===== src/rtl/rpr_pkg.sv =====
`timescale 1ns/1ps
package rpr_pkg;
  typedef enum logic [2:0] {
    CMD_NOP        = 3'd0,
    CMD_EOI_NS     = 3'd1,
    CMD_EOI_NS_ROT = 3'd2,
    CMD_EOI_SP     = 3'd3,
    CMD_EOI_SP_ROT = 3'd4,
    CMD_SET_PRIO   = 3'd5
  } rpr_cmd_e;
endpackage


===== src/rtl/rpr_prio_find.sv =====
`timescale 1ns/1ps
// Rotated priority search: returns the lowest position p whose line
// (p + base) mod N has its bit set, or N when the vector is empty.
module rpr_prio_find #(
  parameter int N = 8,
  localparam int IW = $clog2(N),
  localparam int PW = IW + 1
) (
  input  logic [N-1:0]  vec,
  input  logic [IW-1:0] base,
  output logic [PW-1:0] pos
);
  logic [N-1:0] rot;

  for (genvar p = 0; p < N; p++) begin : g_rot
    assign rot[p] = vec[IW'(p) + base];
  end

  always_comb begin
    pos = PW'(N);
    for (int p = N - 1; p >= 0; p--) begin
      if (rot[p]) pos = PW'(p);
    end
  end
endmodule


===== src/rtl/rpr_req_capture.sv =====
`timescale 1ns/1ps
// Next value of the request register, per line edge or level capture.
module rpr_req_capture #(
  parameter int N = 8,
  localparam int IW = $clog2(N)
) (
  input  logic [N-1:0]  irq_in,
  input  logic [N-1:0]  lvl,
  input  logic [N-1:0]  prev_q,
  input  logic [N-1:0]  req_q,
  input  logic          ack_stb,
  input  logic [IW-1:0] ack_line,
  output logic [N-1:0]  req_n
);
  for (genvar i = 0; i < N; i++) begin : g_line
    logic hit;
    logic rise;
    assign hit  = ack_stb && (ack_line == IW'(i));
    assign rise = irq_in[i] && !prev_q[i];
    assign req_n[i] = lvl[i] ? irq_in[i] : ((req_q[i] && !hit) || rise);
  end
endmodule


===== src/rtl/rpr_svc_ctrl.sv =====
`timescale 1ns/1ps
// Next in-service register and rotation base from acknowledge and commands.
module rpr_svc_ctrl
  import rpr_pkg::*;
#(
  parameter int N = 8,
  localparam int IW = $clog2(N),
  localparam int PW = IW + 1
) (
  input  logic [N-1:0]  svc_q,
  input  logic [IW-1:0] base_q,
  input  logic          auto_eoi,
  input  logic          rot_on_aeoi,
  input  logic          ack_stb,
  input  logic [IW-1:0] ack_line,
  input  logic          cmd_stb,
  input  logic [2:0]    cmd_op,
  input  logic [IW-1:0] cmd_line,
  output logic [N-1:0]  svc_n,
  output logic [IW-1:0] base_n
);
  logic [PW-1:0] hi_pos;
  logic [IW-1:0] hi_line;
  logic          hi_any;
  logic [N-1:0]  clr;
  logic [N-1:0]  set;
  logic          cmd_rot;
  logic [IW-1:0] cmd_base;

  rpr_prio_find #(.N(N)) u_hi (
    .vec  (svc_q),
    .base (base_q),
    .pos  (hi_pos)
  );

  assign hi_any  = (hi_pos != PW'(N));
  assign hi_line = hi_pos[IW-1:0] + base_q;

  always_comb begin
    clr      = '0;
    cmd_rot  = 1'b0;
    cmd_base = base_q;
    if (cmd_stb) begin
      unique case (rpr_cmd_e'(cmd_op))
        CMD_EOI_NS: begin
          if (hi_any) clr[hi_line] = 1'b1;
        end
        CMD_EOI_NS_ROT: begin
          if (hi_any) begin
            clr[hi_line] = 1'b1;
            cmd_rot      = 1'b1;
            cmd_base     = hi_line + IW'(1);
          end
        end
        CMD_EOI_SP: clr[cmd_line] = 1'b1;
        CMD_EOI_SP_ROT: begin
          clr[cmd_line] = 1'b1;
          cmd_rot       = 1'b1;
          cmd_base      = cmd_line + IW'(1);
        end
        CMD_SET_PRIO: begin
          cmd_rot  = 1'b1;
          cmd_base = cmd_line + IW'(1);
        end
        default: ;
      endcase
    end
  end

  always_comb begin
    set = '0;
    if (ack_stb && !auto_eoi) set[ack_line] = 1'b1;
  end

  always_comb begin
    if (cmd_rot)
      base_n = cmd_base;
    else if (ack_stb && auto_eoi && rot_on_aeoi)
      base_n = ack_line + IW'(1);
    else
      base_n = base_q;
  end

  assign svc_n = (svc_q & ~clr) | set;
endmodule


===== src/rtl/rpr_resolve.sv =====
`timescale 1ns/1ps
// Decides the interrupt output from a register state snapshot.
module rpr_resolve #(
  parameter int N = 8,
  parameter int CASC_LINE = 2,
  localparam int IW = $clog2(N),
  localparam int PW = IW + 1
) (
  input  logic [N-1:0]  req,
  input  logic [N-1:0]  svc,
  input  logic [N-1:0]  mask,
  input  logic [IW-1:0] base,
  input  logic          special_mask,
  input  logic          nested_master,
  output logic          fire,
  output logic [IW-1:0] line
);
  logic [N-1:0]  pend;
  logic [N-1:0]  cur_set;
  logic [PW-1:0] cand_pos;
  logic [PW-1:0] cur_pos;

  assign pend = req & ~mask;

  always_comb begin
    cur_set = svc;
    if (special_mask)  cur_set = cur_set & ~mask;
    if (nested_master) cur_set[CASC_LINE] = 1'b0;
  end

  rpr_prio_find #(.N(N)) u_cand (
    .vec  (pend),
    .base (base),
    .pos  (cand_pos)
  );

  rpr_prio_find #(.N(N)) u_cur (
    .vec  (cur_set),
    .base (base),
    .pos  (cur_pos)
  );

  assign fire = (cand_pos < cur_pos);
  assign line = fire ? (cand_pos[IW-1:0] + base) : '0;
endmodule


===== src/rtl/rot_prio_resolver.sv =====
`timescale 1ns/1ps
module rot_prio_resolver
  import rpr_pkg::*;
#(
  parameter int N = 8,
  parameter int CASC_LINE = 2,
  localparam int IW = $clog2(N)
) (
  input  logic          clk,
  input  logic          rst,
  input  logic [N-1:0]  irq_in,
  input  logic          level_all,
  input  logic [N-1:0]  line_level,
  input  logic          auto_eoi,
  input  logic          rot_on_aeoi,
  input  logic          special_mask,
  input  logic          nested_master,
  input  logic          mask_wr,
  input  logic [N-1:0]  mask_data,
  input  logic          ack_stb,
  input  logic [IW-1:0] ack_line,
  input  logic          cmd_stb,
  input  logic [2:0]    cmd_op,
  input  logic [IW-1:0] cmd_line,
  output logic          int_req,
  output logic [IW-1:0] win_line,
  output logic [N-1:0]  req_q,
  output logic [N-1:0]  svc_q,
  output logic [N-1:0]  mask_q,
  output logic [IW-1:0] prio_base
);
  logic [N-1:0]  prev_q;
  logic [N-1:0]  lvl;
  logic [N-1:0]  req_n;
  logic [N-1:0]  svc_n;
  logic [N-1:0]  mask_n;
  logic [IW-1:0] base_n;
  logic          fire_n;
  logic [IW-1:0] line_n;

  assign lvl    = {N{level_all}} | line_level;
  assign mask_n = mask_wr ? mask_data : mask_q;

  rpr_req_capture #(.N(N)) u_cap (
    .irq_in   (irq_in),
    .lvl      (lvl),
    .prev_q   (prev_q),
    .req_q    (req_q),
    .ack_stb  (ack_stb),
    .ack_line (ack_line),
    .req_n    (req_n)
  );

  rpr_svc_ctrl #(.N(N)) u_svc (
    .svc_q       (svc_q),
    .base_q      (prio_base),
    .auto_eoi    (auto_eoi),
    .rot_on_aeoi (rot_on_aeoi),
    .ack_stb     (ack_stb),
    .ack_line    (ack_line),
    .cmd_stb     (cmd_stb),
    .cmd_op      (cmd_op),
    .cmd_line    (cmd_line),
    .svc_n       (svc_n),
    .base_n      (base_n)
  );

  // Resolve on the next state so the registered outputs line up with it.
  rpr_resolve #(.N(N), .CASC_LINE(CASC_LINE)) u_res (
    .req           (req_n),
    .svc           (svc_n),
    .mask          (mask_n),
    .base          (base_n),
    .special_mask  (special_mask),
    .nested_master (nested_master),
    .fire          (fire_n),
    .line          (line_n)
  );

  always_ff @(posedge clk) begin
    if (rst) begin
      prev_q    <= '0;
      req_q     <= '0;
      svc_q     <= '0;
      mask_q    <= '0;
      prio_base <= '0;
      int_req   <= 1'b0;
      win_line  <= '0;
    end else begin
      prev_q    <= irq_in;
      req_q     <= req_n;
      svc_q     <= svc_n;
      mask_q    <= mask_n;
      prio_base <= base_n;
      int_req   <= fire_n;
      win_line  <= line_n;
    end
  end
endmodule


===== config.mk =====
export PLATFORM = sky130hd
export DESIGN_NAME = rot_prio_resolver
export DESIGN_NICKNAME = d
export VERILOG_FILES = /design/src/rtl/rpr_pkg.sv /design/src/rtl/rpr_prio_find.sv /design/src/rtl/rpr_req_capture.sv /design/src/rtl/rpr_svc_ctrl.sv /design/src/rtl/rpr_resolve.sv /design/src/rtl/rot_prio_resolver.sv
export SDC_FILE = /design/constraint.sdc
export NUM_CORES = 1
export LEC_CHECK = 0
export BUFFER_PORTS_ARGS = -buffer_cell sky130_fd_sc_hd__buf_2
export CAP_MARGIN = 10
export CORE_MARGIN = 2
export CORE_UTILIZATION = 30
export DETAILED_ROUTE_END_ITERATION = 10
export MAX_ROUTING_LAYER = met4
export PLACE_DENSITY = 0.58
export SYNTH_ARGS = -nofsm -noshare
export SYNTH_HDL_FRONTEND = slang
export SYNTH_SLANG_ARGS = --single-unit

===== constraint.sdc =====
create_clock -name clk -period 22.4 [get_ports clk]
set_clock_uncertainty 0.15 [all_clocks]
set_input_delay 1.12 -clock clk [delete_from_list [all_inputs] [get_ports clk]]
set_output_delay 1.12 -clock clk [all_outputs]
set_load 0.02 [all_outputs]

==> summary.md, run 1 <==
* 22.8% — Clk network pwr share
* 632 — Mapped Nets
* 19.00% — All-Layer GR Usage
* flop — kind of capture point of the worst setup path
* 76 — number of library cell types mapped by synthesis
* 682 — count of nets after finishing
* 22.46 ns — Required @ worst endpoint
* 22.10% — share of cells above drive strength 1
* 34.37% — max_slew headroom
* 0.07 ns — clock-pin slew on the worst setup and hold paths
* 0 — Slew Limit Fails
* 74 — ports placed on the boundary
* 0.30 ns — clock latency reported for the late side of the worst-skew pair
* sky130_fd_sc_hd__dfxtp_1 — main flop type after synthesis
* flop to flop — Hold Path Class
* false — setup repair after global routing missed its margin
* 31 — cell count of the worst reg-to-reg path
* 30.63% — Starting Density
* 0 — Max-Cap Viols
* 58.5% — Comb power frac
* 13.71 ns — Place WS
* 8.184 µm² — Avg Synthesized Cell Area
* 0.004657 mm² — Cell Area, Synth
* 0 ns — setup TNS
* 8.808 ns — final critical delay including setup and external delays
* 0.1135 GHz — highest attainable clock frequency
* 39 — flops & latches, synth
* 39 — clock sinks
* 37.88 µV — peak supply drop
* 15.14 mm — aggregate routed wire length
* 73 — port bufs
* 24.26 mm — wire length of the first global-routing pass
* yes — TritonCTS clock tree
* sky130_fd_sc_hd__ha_1 — crit-path most repeated cell
* 39.32% — Period Utilization, post-route
* 0.01520 mm² — Core Area
* 0 — Post-DRT Antenna Nets
* 475 — number of DRC markers in iteration 0
* 0.88 ns — slowest stage delay, CP
* 4782 — via count
* sky130_fd_sc_hd__clkbuf_16 — clock root buffer
* 16.77% — portion of the post-synthesis area used by sequential elements
* 2 — number of H-tree levels
* 0 — warning count from the yosys run
* 0.002204 µW — Lkg Pwr
* flop — sort of element at the start of the critical path
* flop to flop — worst setup path category
* 6 — count of TritonRoute iterations in the first routing pass
* 11.63 mm — placed wire-length estimate after detailed placement
* 0 — Post-CTS Setup Bufs
* 20 — maximum fanout along the worst path
* 190.8 µW — power spent charging and discharging nets
* 0 — Final Setup Violations
* 0 — number of enable-type register cells in the synthesized netlist
* 5.918 — drt via density
* 0.9845 ns — Worst Tran Pin Value
* 37 — pin count of the biggest net entering global routing
* 45 — number of rows in the core area
* 2 — Hold Path Depth
* 14.21% — area growth from synthesis to layout
* 0 — Remaining DRCs
* 0.9553 — last weighted congestion value of the routability-driven placer
* 0 — Hold Fails Final Rpt
* 18.74 µm — routed length per instance
* 2 — Clock Tree Buf Depth
* 5 — number of CTS-inserted buffers
* 128.6 µm — die extent in y
* 0.01654 mm² — die outline area
* 128.6 µm — width of the die
* finished clean — status
* 81.69 mW/mm² — Cell Pwr Density
* sky130_fd_sc_hd__nor2_1 — most common library cell in the layout ignoring fill and taps
* 75 x sky130_fd_sc_hd__nor2_1, 73 x sky130_fd_sc_hd__buf_2, 42 x sky130_fd_sc_hd__nand2_1 — commonest cells after routing, fill and taps aside
* 0 — total of hold buffers inserted after clock tree synthesis
* 0 — post-CTS resize count
* sky130_fd_sc_hd__ha_1 — slowest library cell on the worst path
* 0 — number of antenna repair diodes
* 243.7 µW — internal power summed over all cells
* 0 — initial antenna violation count
* 13.59 ns — crit path setup slack, layout
* 569 — synthesized instance count
* 43.91% — net switching share of the total power
* 0% — Async SR Flop Fraction
* 18.7% — share of total power in sequential cells
* 4566 — via count of the first global-routing pass
* 0 — gr ovfl total
* 8.87 ns — arrival time of the worst setup path
[stage by stage]
| stage | power [µW] | hold WS (ns) | instances | instance area (µm²) | utilization [%] |
|---|---|---|---|---|---|
| final | 434.5 | 0.4093 | 808 | 5319 | 34.99 |
| after detailed placement | 331.9 | 0.3868 | 800 | 5122 | 33.70 |
| after floorplan | 276.4 | 0.4400 | 569 | 4657 | - |
| after global routing | 464.6 | 0.4504 | 808 | 5319 | 34.99 |
| after CTS | 431.8 | 0.4066 | 808 | 5319 | 34.99 |
| after global placement | 327.0 | 0.3899 | 800 | 5122 | 33.70 |
[critical path, delay by kind of cell (launching register included)]
| family | cells | cell delay [ns] |
|---|---|---|
| muxes | 1 | 0.27 |
| DFF | 1 | 0.77 |
| AOI/OAI and AO/OA | 9 | 2.30 |
| and+or+nand+nor | 14 | 2.62 |
| buffers and inverters | 1 | 0.25 |
| adders and majority gates | 6 | 2.32 |
[power groups by stage]
stage	Sequential, µW	Clock [µW]	Combinational (µW)
floorplan	86.7	0	190
global placement	82.4	0	245
detailed placement	82.9	0	249
CTS	81.4	100	250
global route	82.3	103	279
finish	81.3	99.2	254
[cells in the mapped netlist, types with 9 or more instances]
library cell | number | area, µm²
sky130_fd_sc_hd__nand3_1 | 15 | 75.07
sky130_fd_sc_hd__mux2i_1 | 39 | 390.4
sky130_fd_sc_hd__dfxtp_1 | 39 | 780.8
sky130_fd_sc_hd__buf_2 | 9 | 45.04
sky130_fd_sc_hd__inv_1 | 15 | 56.30
sky130_fd_sc_hd__mux4_2 | 22 | 495.5
sky130_fd_sc_hd__nand2b_1 | 18 | 112.6
sky130_fd_sc_hd__nor2_1 | 75 | 281.5
sky130_fd_sc_hd__a21oi_1 | 18 | 90.09
sky130_fd_sc_hd__ha_1 | 18 | 225.2
sky130_fd_sc_hd__nand2_1 | 42 | 157.7
sky130_fd_sc_hd__nor2b_1 | 19 | 118.9
sky130_fd_sc_hd__clkbuf_1 | 17 | 63.81
sky130_fd_sc_hd__a31oi_1 | 11 | 68.82
sky130_fd_sc_hd__o21ai_0 | 22 | 110.1
sky130_fd_sc_hd__nor3_1 | 14 | 70.07
sky130_fd_sc_hd__mux2_2 | 9 | 101.4
[final timing paths]
| path | end | from | slack (ns) |
|---|---|---|---|
| worst max-delay path | win_line[2] | prio_base[0] | 13.59 |
| worst min register to register | req_q[0] | req_q[0] | 0.41 |
| worst min-delay path | req_q[0] | req_q[0] | 0.41 |
| worst max register to register | win_line[2] | prio_base[0] | 13.59 |
[kinds of logic after synthesis]
group                      Yosys count  share of synthesized area, %
AOI/OAI and AO/OA                  137                         21.66
buffers and inverters               49                         4.648
and+or+nand+nor                    237                         26.09
adders and majority gates           20                         5.696
xor gates and xnor gates             9                         2.015
muxes                               78                         23.13
DFF                                 39                         16.77
[layer usage]
layer  vias to the layer above  part of all wire, %  global-route usage, %
met2                       213                   47                  30.88
met5                         -                    0                      -
met3                        24                  5.6                  1.913
met1                      2297                   45                  24.87
met4                         0                  2.5                  6.266
li1                       2248                    -                      -
[flip-flops by register name, indices dropped and copies added (netlist names)]
signal	cells
int_req	1
win_line	3
svc_q	8
prev_q	8
req_q	8
mask_q	8
prio_base	3
[final cells by class]
cell class / instances / area, µm²
Timing Repair Buffer: 75 / 380.4
Tap cell: 188 / 235.2
Clock inverter: 3 / 71.32
Inverter: 17 / 66.31
Clock buffer: 5 / 125.1
Fill cell: 1606 / 9883
Sequential cell: 39 / 780.7
Multi-Input combinational cell: 481 / 3660
No activity file was read; power rests on OpenSTA's default activity.
==> run 2: changes to the inputs <==
==> constraint.sdc (replaced) <==
create_clock -name clk -period 9.24 [get_ports clk]
set_clock_uncertainty 0.15 [all_clocks]
set_input_delay 0.462 -clock clk [delete_from_list [all_inputs] [get_ports clk]]
set_output_delay 0.462 -clock clk [all_outputs]
set_load 0.02 [all_outputs]
==> summary.md, run 2 (same netlist as run 1, synthesis figures left out) <==
* finished clean — status, unchanged
* 22.5% — Clk network pwr share, was 22.8%
* 0.66 ns — slowest stage delay, CP, was 0.88 ns
* 24.47 mm — wire length of the first global-routing pass, was 24.26 mm
* 8.262 ns — final critical delay including setup and external delays, was 8.808 ns
* 0.1210 GHz — highest attainable clock frequency, was 0.1135 GHz
* 0 — Slew Limit Fails, unchanged
* flop — kind of capture point of the worst setup path, unchanged
* 0 — number of antenna repair diodes, unchanged
* adder cells — cell class contributing the biggest share of worst-path delay, was simple AND/OR/NAND/NOR gates
* 0.98 ns — flop-to-flop setup slack, was 13.59 ns
* 0 — Remaining DRCs, unchanged
* 424 — number of DRC markers in iteration 0, was 475
* 5 — count of TritonRoute iterations in the first routing pass, was 6
* 0.07 ns — clock-pin slew on the worst setup and hold paths, about the same
* 75 x sky130_fd_sc_hd__nor2_1, 73 x sky130_fd_sc_hd__buf_2, 42 x sky130_fd_sc_hd__nand2_1 — commonest cells after routing, fill and taps aside, unchanged
* 8.27 ns — arrival time of the worst setup path, was 8.87 ns
* 15.00 mm — aggregate routed wire length, was 15.14 mm
* 0 — Final Setup Violations, unchanged
* 5 — number of CTS-inserted buffers, unchanged
* 34.69% — max_slew headroom, was 34.37%
* 2 — number of H-tree levels, unchanged
* 0.005137 mm² — placed inst area, was 0.005122 mm²
* prio_base[1] — launching instance or port of the critical path, was prio_base[0]
* 0 — total of hold buffers inserted after clock tree synthesis, unchanged
* 0.005336 mm² — final instance area, was 0.005319 mm²
* 0 — initial antenna violation count, unchanged
* 455.1 µW — power spent charging and discharging nets, was 190.8 µW
* 0.01654 mm² — die outline area, unchanged
* prio_base[1] — startpoint of the worst-slack reg-to-reg timing path, was prio_base[0]
* 684 — count of nets after finishing, was 682
* primary input to flop — Hold Path Class, was flop to flop
* flop to flop — worst setup path category, unchanged
* 592.6 µW — internal power summed over all cells, was 243.7 µW
* 24.21% — fraction of met1 tracks used by global routing, was 24.87%
* 59.0% — Comb power frac, was 58.5%
* win_line[0] — Worst setup endpoint, was win_line[2]
* 18.5% — share of total power in sequential cells, was 18.7%
* flop — sort of element at the start of the critical path, unchanged
* 0.29 ns — clock latency reported for the late side of the worst-skew pair, was 0.30 ns
* 89.41% — Period Utilization, post-route, was 39.32%
* sky130_fd_sc_hd__clkbuf_16 — clock root buffer, unchanged
* 22.51% — share of cells above drive strength 1, was 22.10%
* 28 — cell count of the worst reg-to-reg path, was 31
* 0 — Hold Fails Final Rpt, unchanged
* 20 — maximum fanout along the worst path, unchanged
* 0 ns — setup TNS, unchanged
* 28 — depth of the critical timing path with buffers and inverters included, was 31
* 0 — Post-DRT Antenna Nets, unchanged
* yes — TritonCTS clock tree, unchanged
* 0 — Max-Cap Viols, unchanged
* 88.42 µV — peak supply drop, was 37.88 µV
* 2.703% — met3 capacity usage during global routing, was 1.913%
* 196.3 mW/mm² — Cell Pwr Density, was 81.69 mW/mm²
* 73 — port bufs, unchanged
* sky130_fd_sc_hd__dfxtp_1 — slowest library cell on the worst path, was sky130_fd_sc_hd__ha_1
* met2 — layer with the highest usage, unchanged
* 39 — clock sinks, unchanged
* 128.6 µm — die extent in y, unchanged
* false — setup repair after global routing missed its margin, unchanged
* 5.819 — drt via density, was 5.918
* 18.51 µm — routed length per instance, was 18.74 µm
* 43.44% — net switching share of the total power, was 43.91%
* 9.25 ns — Required @ worst endpoint, was 22.46 ns
* 2 — Clock Tree Buf Depth, unchanged
* 74 — ports placed on the boundary, unchanged
* 30.63% — Starting Density, unchanged
* 35.10% — share of the core filled with cells in the final layout, was 34.99%
* 14.59% — area growth from synthesis to layout, was 14.21%
* 11.70 mm — placed wire-length estimate after detailed placement, was 11.63 mm
* 0.9767 ns — Worst Tran Pin Value, was 0.9845 ns
* 1048 µW — overall power consumption, was 434.5 µW
* 128.6 µm — width of the die, unchanged
* 2 — number of buffer and inverter stages on the critical path, was 1
* 19.07% — All-Layer GR Usage, was 19.00%
* 37 — pin count of the biggest net entering global routing, unchanged
* 31.70% — global routing usage on met2, was 30.88%
* 4713 — via count, was 4782
* 45 — number of rows in the core area, unchanged
* 4592 — via count of the first global-routing pass, was 4566
* win_line[0] — end of the worst register-to-register path, was win_line[2]
* 0.9392 — last weighted congestion value of the routability-driven placer, was 0.9553
* 0.01520 mm² — Core Area, unchanged
* 0.002213 µW — Lkg Pwr, was 0.002204 µW
* sky130_fd_sc_hd__nor2_1 — most common library cell in the layout ignoring fill and taps, unchanged
* 0 — gr ovfl total, unchanged
==> run 2: power groups by stage <==
stage / clock (µW) / sequential, µW / combinational, µW
3_3_place_gp: 0 / 197 / 597
5_1_grt: 246 / 196 / 679
6_report: 236 / 194 / 618
2_1_floorplan: 0 / 210 / 460
4_1_cts: 240 / 194 / 612
3_5_place_dp: 0 / 198 / 609
==> run 2: metal layers <==
metal  vias up  part of all wire [%]
met1      2279                    46
met3        18                   4.5
met2       162                    48
met4         0                   2.2
li1       2254                     -
met5         -                     0
==> run 2: through the flow <==
| stage | instances | setup WS (ns) | hold slack (ns) |
|---|---|---|---|
| after floorplan | 569 | 1.869 | 0.4400 |
| after global placement | 802 | 1.081 | 0.3786 |
| after detailed placement | 802 | 0.8286 | 0.3826 |
| after CTS | 810 | 0.7977 | 0.2460 |
| after global routing | 810 | 0.2167 | 0.2524 |
| final | 810 | 0.9782 | 0.2518 |
==> run 2: timing repair <==
action / CTS / global route
gates resized for setup: 0 / 1
hold endpoints to repair: 0 / 0
buffers inserted: 0 / 0
setup endpoints to repair: 0 / 1
==> run 2: layout make-up <==
class	count	area, µm²
fillers	1593	9866
multi-input cells	481	3662
flip-flops and latches	39	780.7
repair buffers	77	395.4
well taps	188	235.2
clock buffers	5	125.1
clock inverters	3	71.32
inverters	17	66.31
==> run 2: how the worst min path moves through the flow <==
stage,from,endpoint,slack (ns),cells after the start
final,irq_in[7],prev_q[7],0.25,2
after global routing,irq_in[6],prev_q[6],0.25,2
after CTS,irq_in[0],prev_q[0],0.25,2
after detailed placement,req_q[4],req_q[4],0.38,2
after global placement,mask_q[2],mask_q[2],0.38,2
after floorplan,prev_q[4],req_q[4],0.44,3
==> run 3: changes to the inputs <==
--- a/config.mk
+++ b/config.mk
@@ -8,10 +8,11 @@
 export BUFFER_PORTS_ARGS = -buffer_cell sky130_fd_sc_hd__buf_2
 export CAP_MARGIN = 10
 export CORE_MARGIN = 2
-export CORE_UTILIZATION = 30
+export CORE_UTILIZATION = 58
 export DETAILED_ROUTE_END_ITERATION = 10
 export MAX_ROUTING_LAYER = met4
-export PLACE_DENSITY = 0.58
+export PLACE_DENSITY = 0.92
 export SYNTH_ARGS = -nofsm -noshare
 export SYNTH_HDL_FRONTEND = slang
+export SYNTH_HIERARCHICAL = 1
 export SYNTH_SLANG_ARGS = --single-unit
==> summary.md, run 3 <==
* 619 — Filler Cell Count, was 1593
* 0.8570 ns — Worst Tran Pin Value, was 0.9767 ns
* 2 — Hold Path Depth, unchanged
* 32 — number of rows in the core area, was 45
* 1.021 — last weighted congestion value of the routability-driven placer, was 0.9392
* 5 — count of TritonRoute iterations in the first routing pass, unchanged
* 8.306 ns — final critical delay including setup and external delays, was 8.262 ns
* 0.004477 mm² — Cell Area, Synth, was 0.004657 mm²
* 91.86 µm — die extent in y, was 128.6 µm
* 40.76% — net switching share of the total power, was 43.44%
* 10.93% — area growth from synthesis to layout, was 14.59%
* 0 — gr ovfl total, unchanged
* met2 — layer with the highest usage, unchanged
* sky130_fd_sc_hd__dfxtp_1 — main flop type after synthesis, unchanged
* yes — TritonCTS clock tree, unchanged
* 531.3 µW — internal power summed over all cells, was 592.6 µW
* sky130_fd_sc_hd__clkbuf_8 — clock root buffer, was sky130_fd_sc_hd__clkbuf_16
* 39 — clock sinks, unchanged
* 40 — pin count of the biggest net entering global routing, was 37
* 37.32% — fraction of met1 tracks used by global routing, was 24.21%
* 0 — initial antenna violation count, unchanged
* 3.287% — met3 capacity usage during global routing, was 2.703%
* 58.85% — Starting Density, was 30.63%
* 3.158% — post-synthesis share of cell area spent on xor and xnor gates, was 2.015%
* sky130_fd_sc_hd__nor2b_1 — count leader, synth, was sky130_fd_sc_hd__nor2_1
* 3809 — via count of the first global-routing pass, was 4592
* 0 — Max-Cap Viols, unchanged
* 0.09 ns — clock-pin slew on the worst setup and hold paths, was 0.07 ns
* 5 — number of CTS-inserted buffers, unchanged
* 2 — Clock Tree Buf Depth, unchanged
* sky130_fd_sc_hd__dfxtp_1 — cell type with the largest total area after synthesis, unchanged
* 0.003432 mm² — total area of multi-input combinational cells, was 0.003662 mm²
* 26 — cell count of the worst reg-to-reg path, was 28
* 4.807% — Post-Synth Adder-Cell Area, was 5.696%
* sky130_fd_sc_hd__buf_2 — most common library cell in the layout ignoring fill and taps, was sky130_fd_sc_hd__nor2_1
* 0 — Post-DRT Antenna Nets, unchanged
* 6 — warning count from the yosys run, was 0
* 91.86 µm — width of the die, was 128.6 µm
* flop — kind of capture point of the worst setup path, unchanged
* 45.16% — global routing usage on met2, was 31.70%
* 0 — number of antenna repair diodes, unchanged
* 9.31 ns — Required @ worst endpoint, was 9.25 ns
* 0 — Slew Limit Fails, unchanged
* 18.73 µm — routed length per instance, was 18.51 µm
* 131.4 µV — peak supply drop, was 88.42 µV
* 33.60% — share of cells above drive strength 1, was 22.51%
* multiplexers — combinational family with the most area after synthesis, was simple AND/OR/NAND/NOR gates
* 180.6 mW/mm² — Cell Pwr Density, was 196.3 mW/mm²
* 0 ns — setup TNS, unchanged
* 564 — count of nets after finishing, was 684
* 12 — maximum fanout along the worst path, was 20
* 74 — ports placed on the boundary, unchanged
* 0.30 ns — clock latency reported for the late side of the worst-skew pair, was 0.29 ns
* 0 — post-CTS resize count, unchanged
* 439 — synthesized instance count, was 569
* primary input to flop — Hold Path Class, unchanged
* sky130_fd_sc_hd__dfxtp_1 17%, sky130_fd_sc_hd__mux4_1 11%, sky130_fd_sc_hd__mux2_2 10% — main area contributors after synthesis, was sky130_fd_sc_hd__dfxtp_1 17%, sky130_fd_sc_hd__mux4_2 11%, sky130_fd_sc_hd__mux2i_1 8.4%
* 10.20 µm² — Avg Synthesized Cell Area, was 8.184 µm²
* 3896 — via count, was 4713
* 0.008437 mm² — die outline area, was 0.01654 mm²
* 0.007607 mm² — Core Area, was 0.01520 mm²
* 0% — Async SR Flop Fraction, unchanged
* 6.408 — drt via density, was 5.819
* 59 — number of library cell types mapped by synthesis, was 76
* 390 — number of DRC markers in iteration 0, was 424
* 8.37 ns — arrival time of the worst setup path, was 8.27 ns
* 73 — port bufs, unchanged
* flop — sort of element at the start of the critical path, unchanged
* 0 — Post-CTS Setup Bufs, unchanged
* 39 — flops & latches, synth, unchanged
* 365.6 µW — power spent charging and discharging nets, was 455.1 µW
* 8.327 mm — placed wire-length estimate after detailed placement, was 11.70 mm
* 42.86% — max_slew headroom, was 34.69%
* 60.8% — Comb power frac, was 59.0%
* 0.002187 µW — Lkg Pwr, was 0.002213 µW
* 65.28% — share of the core filled with cells in the final layout, was 35.10%
* 0 — Hold Fails Final Rpt, unchanged
* 89.89% — Period Utilization, post-route, was 89.41%
* 498 — Mapped Nets, was 632
* 0.1204 GHz — highest attainable clock frequency, was 0.1210 GHz
* 11.79% — synthesized-area fraction occupied by ao, oa, aoi and oai cells, was 21.66%
* 35.13% — multiplexer share of the synthesized area, was 23.13%
* 21.30% — Post-Synth Simple-Gate Area, was 26.09%
* 0 — Final Setup Violations, unchanged
* 780.7 µm² — Seq. cell area, unchanged
* 0 — total of hold buffers inserted after clock tree synthesis, unchanged
* 11.39 mm — aggregate routed wire length, was 15.00 mm
* finished clean — status, unchanged
* 28.31% — All-Layer GR Usage, was 19.07%
* 21.9% — share of total power in sequential cells, was 18.5%
* 73 x sky130_fd_sc_hd__buf_2, 45 x sky130_fd_sc_hd__nor2b_1, 40 x sky130_fd_sc_hd__mux2_2 — commonest cells after routing, fill and taps aside, was 75 x sky130_fd_sc_hd__nor2_1, 73 x sky130_fd_sc_hd__buf_2, 42 x sky130_fd_sc_hd__nand2_1
* flop to flop — worst setup path category, unchanged
* 17.44% — share of the synthesized area in the top cell type, was 16.77%
* 17.44% — portion of the post-synthesis area used by sequential elements, was 16.77%
* 2 — number of H-tree levels, unchanged
* 18.97 mm — wire length of the first global-routing pass, was 24.47 mm
* 45 x sky130_fd_sc_hd__nor2b_1, 40 x sky130_fd_sc_hd__mux2_2, 39 x sky130_fd_sc_hd__dfxtp_1 — top cells by count, synth, was 75 x sky130_fd_sc_hd__nor2_1, 42 x sky130_fd_sc_hd__nand2_1, 39 x sky130_fd_sc_hd__dfxtp_1, 39 x sky130_fd_sc_hd__mux2i_1
* false — setup repair after global routing missed its margin, unchanged
* 0 — number of enable-type register cells in the synthesized netlist, unchanged
* 17.4% — Clk network pwr share, was 22.5%
* 897.0 µW — overall power consumption, was 1048 µW
* 0 — Remaining DRCs, unchanged
## run 3: cell types whose count changed in the layout (fill, tap and decap cells not counted), moves of 16 or more
cell	delta
sky130_fd_sc_hd__nor2b_1	+26
sky130_fd_sc_hd__mux4_2	-16
sky130_fd_sc_hd__nand2_1	-23
sky130_fd_sc_hd__mux2_2	+31
sky130_fd_sc_hd__mux4_1	+18
sky130_fd_sc_hd__nor2_1	-63
sky130_fd_sc_hd__o21ai_0	-19
## run 3: worst paths after layout
| path | from | endpoint | slack (ns) |
|---|---|---|---|
| worst max-delay path | prio_base[1] | win_line[0] | 0.93 |
| worst min-delay path | irq_in[3] | prev_q[3] | 0.23 |
| worst max register to register | prio_base[1] | win_line[0] | 0.93 |
| worst min register to register | prev_q[7] | req_q[7] | 0.50 |
## run 3: metal layers
layer,up-vias,share of wire (%)
li1,1792,-
met1,1848,42
met2,202,48
met3,54,6.3
met4,0,3.2
met5,-,0
## run 3: kinds of logic (layout without fill, tap and decap cells)
group	after synthesis	count (layout)
buffers and inverters	47	114
XOR/XNOR	13	13
AO/OA/AOI/OAI	67	67
multiplexers	109	109
flip-flops	39	39
adder cells (fa/ha/maj)	16	16
AND/OR/NAND/NOR	148	148
## run 3: critical path, stage by stage (launching register included)
cell and delay [ns]:
sky130_fd_sc_hd__dfxtp_1 0.54, sky130_fd_sc_hd__inv_1 0.15, sky130_fd_sc_hd__ha_1 0.62, sky130_fd_sc_hd__mux2_2 0.42
sky130_fd_sc_hd__mux4_1 0.53, sky130_fd_sc_hd__nor3_1 0.23, sky130_fd_sc_hd__a21oi_1 0.07, sky130_fd_sc_hd__o22ai_1 0.29
sky130_fd_sc_hd__inv_1 0.11, sky130_fd_sc_hd__fa_1 0.53, sky130_fd_sc_hd__inv_1 0.06, sky130_fd_sc_hd__ha_1 0.28
sky130_fd_sc_hd__mux2_4 0.14, sky130_fd_sc_hd__a22oi_2 0.07, sky130_fd_sc_hd__a21oi_1 0.49, sky130_fd_sc_hd__buf_4 0.28
sky130_fd_sc_hd__inv_1 0.09, sky130_fd_sc_hd__ha_1 0.60, sky130_fd_sc_hd__mux2_2 0.42, sky130_fd_sc_hd__mux4_1 0.55
sky130_fd_sc_hd__nor3_1 0.22, sky130_fd_sc_hd__a21oi_1 0.07, sky130_fd_sc_hd__o22ai_1 0.27, sky130_fd_sc_hd__ha_1 0.29
sky130_fd_sc_hd__a2111o_1 0.42, sky130_fd_sc_hd__a21boi_1 0.16, sky130_fd_sc_hd__nor2b_1 0.17
## run 3: power by group through the flow
stage,clock network (µW),registers (µW),logic [µW]
after floorplan,0,213,421
after global routing,165,198,592
after CTS,157,196,537
after detailed placement,0,200,528
after global placement,0,199,500
final,156,196,545
## run 3: layout make-up
cell class | instances | share of cell area (%)
Multi-Input combinational cell | 353 | 69.11
Sequential cell | 39 | 15.72
Timing Repair Buffer | 77 | 7.962
Tap cell | 102 | 2.570
Inverter | 29 | 2.192
Clock buffer | 6 | 1.663
Clock inverter | 2 | 0.7811
## run 3: through the flow
stage / hold slack (ns) / worst slack, ns / cell area (µm²) / std cells
floorplan: 0.4361 / 1.590 / 4477 / 439
global placement: 0.4515 / 1.479 / 4845 / 600
global route: 0.2365 / 0.3689 / 4966 / 608
detailed placement: 0.4751 / 1.077 / 4845 / 600
CTS: 0.2315 / 1.009 / 4966 / 608
finish: 0.2311 / 0.9341 / 4966 / 608
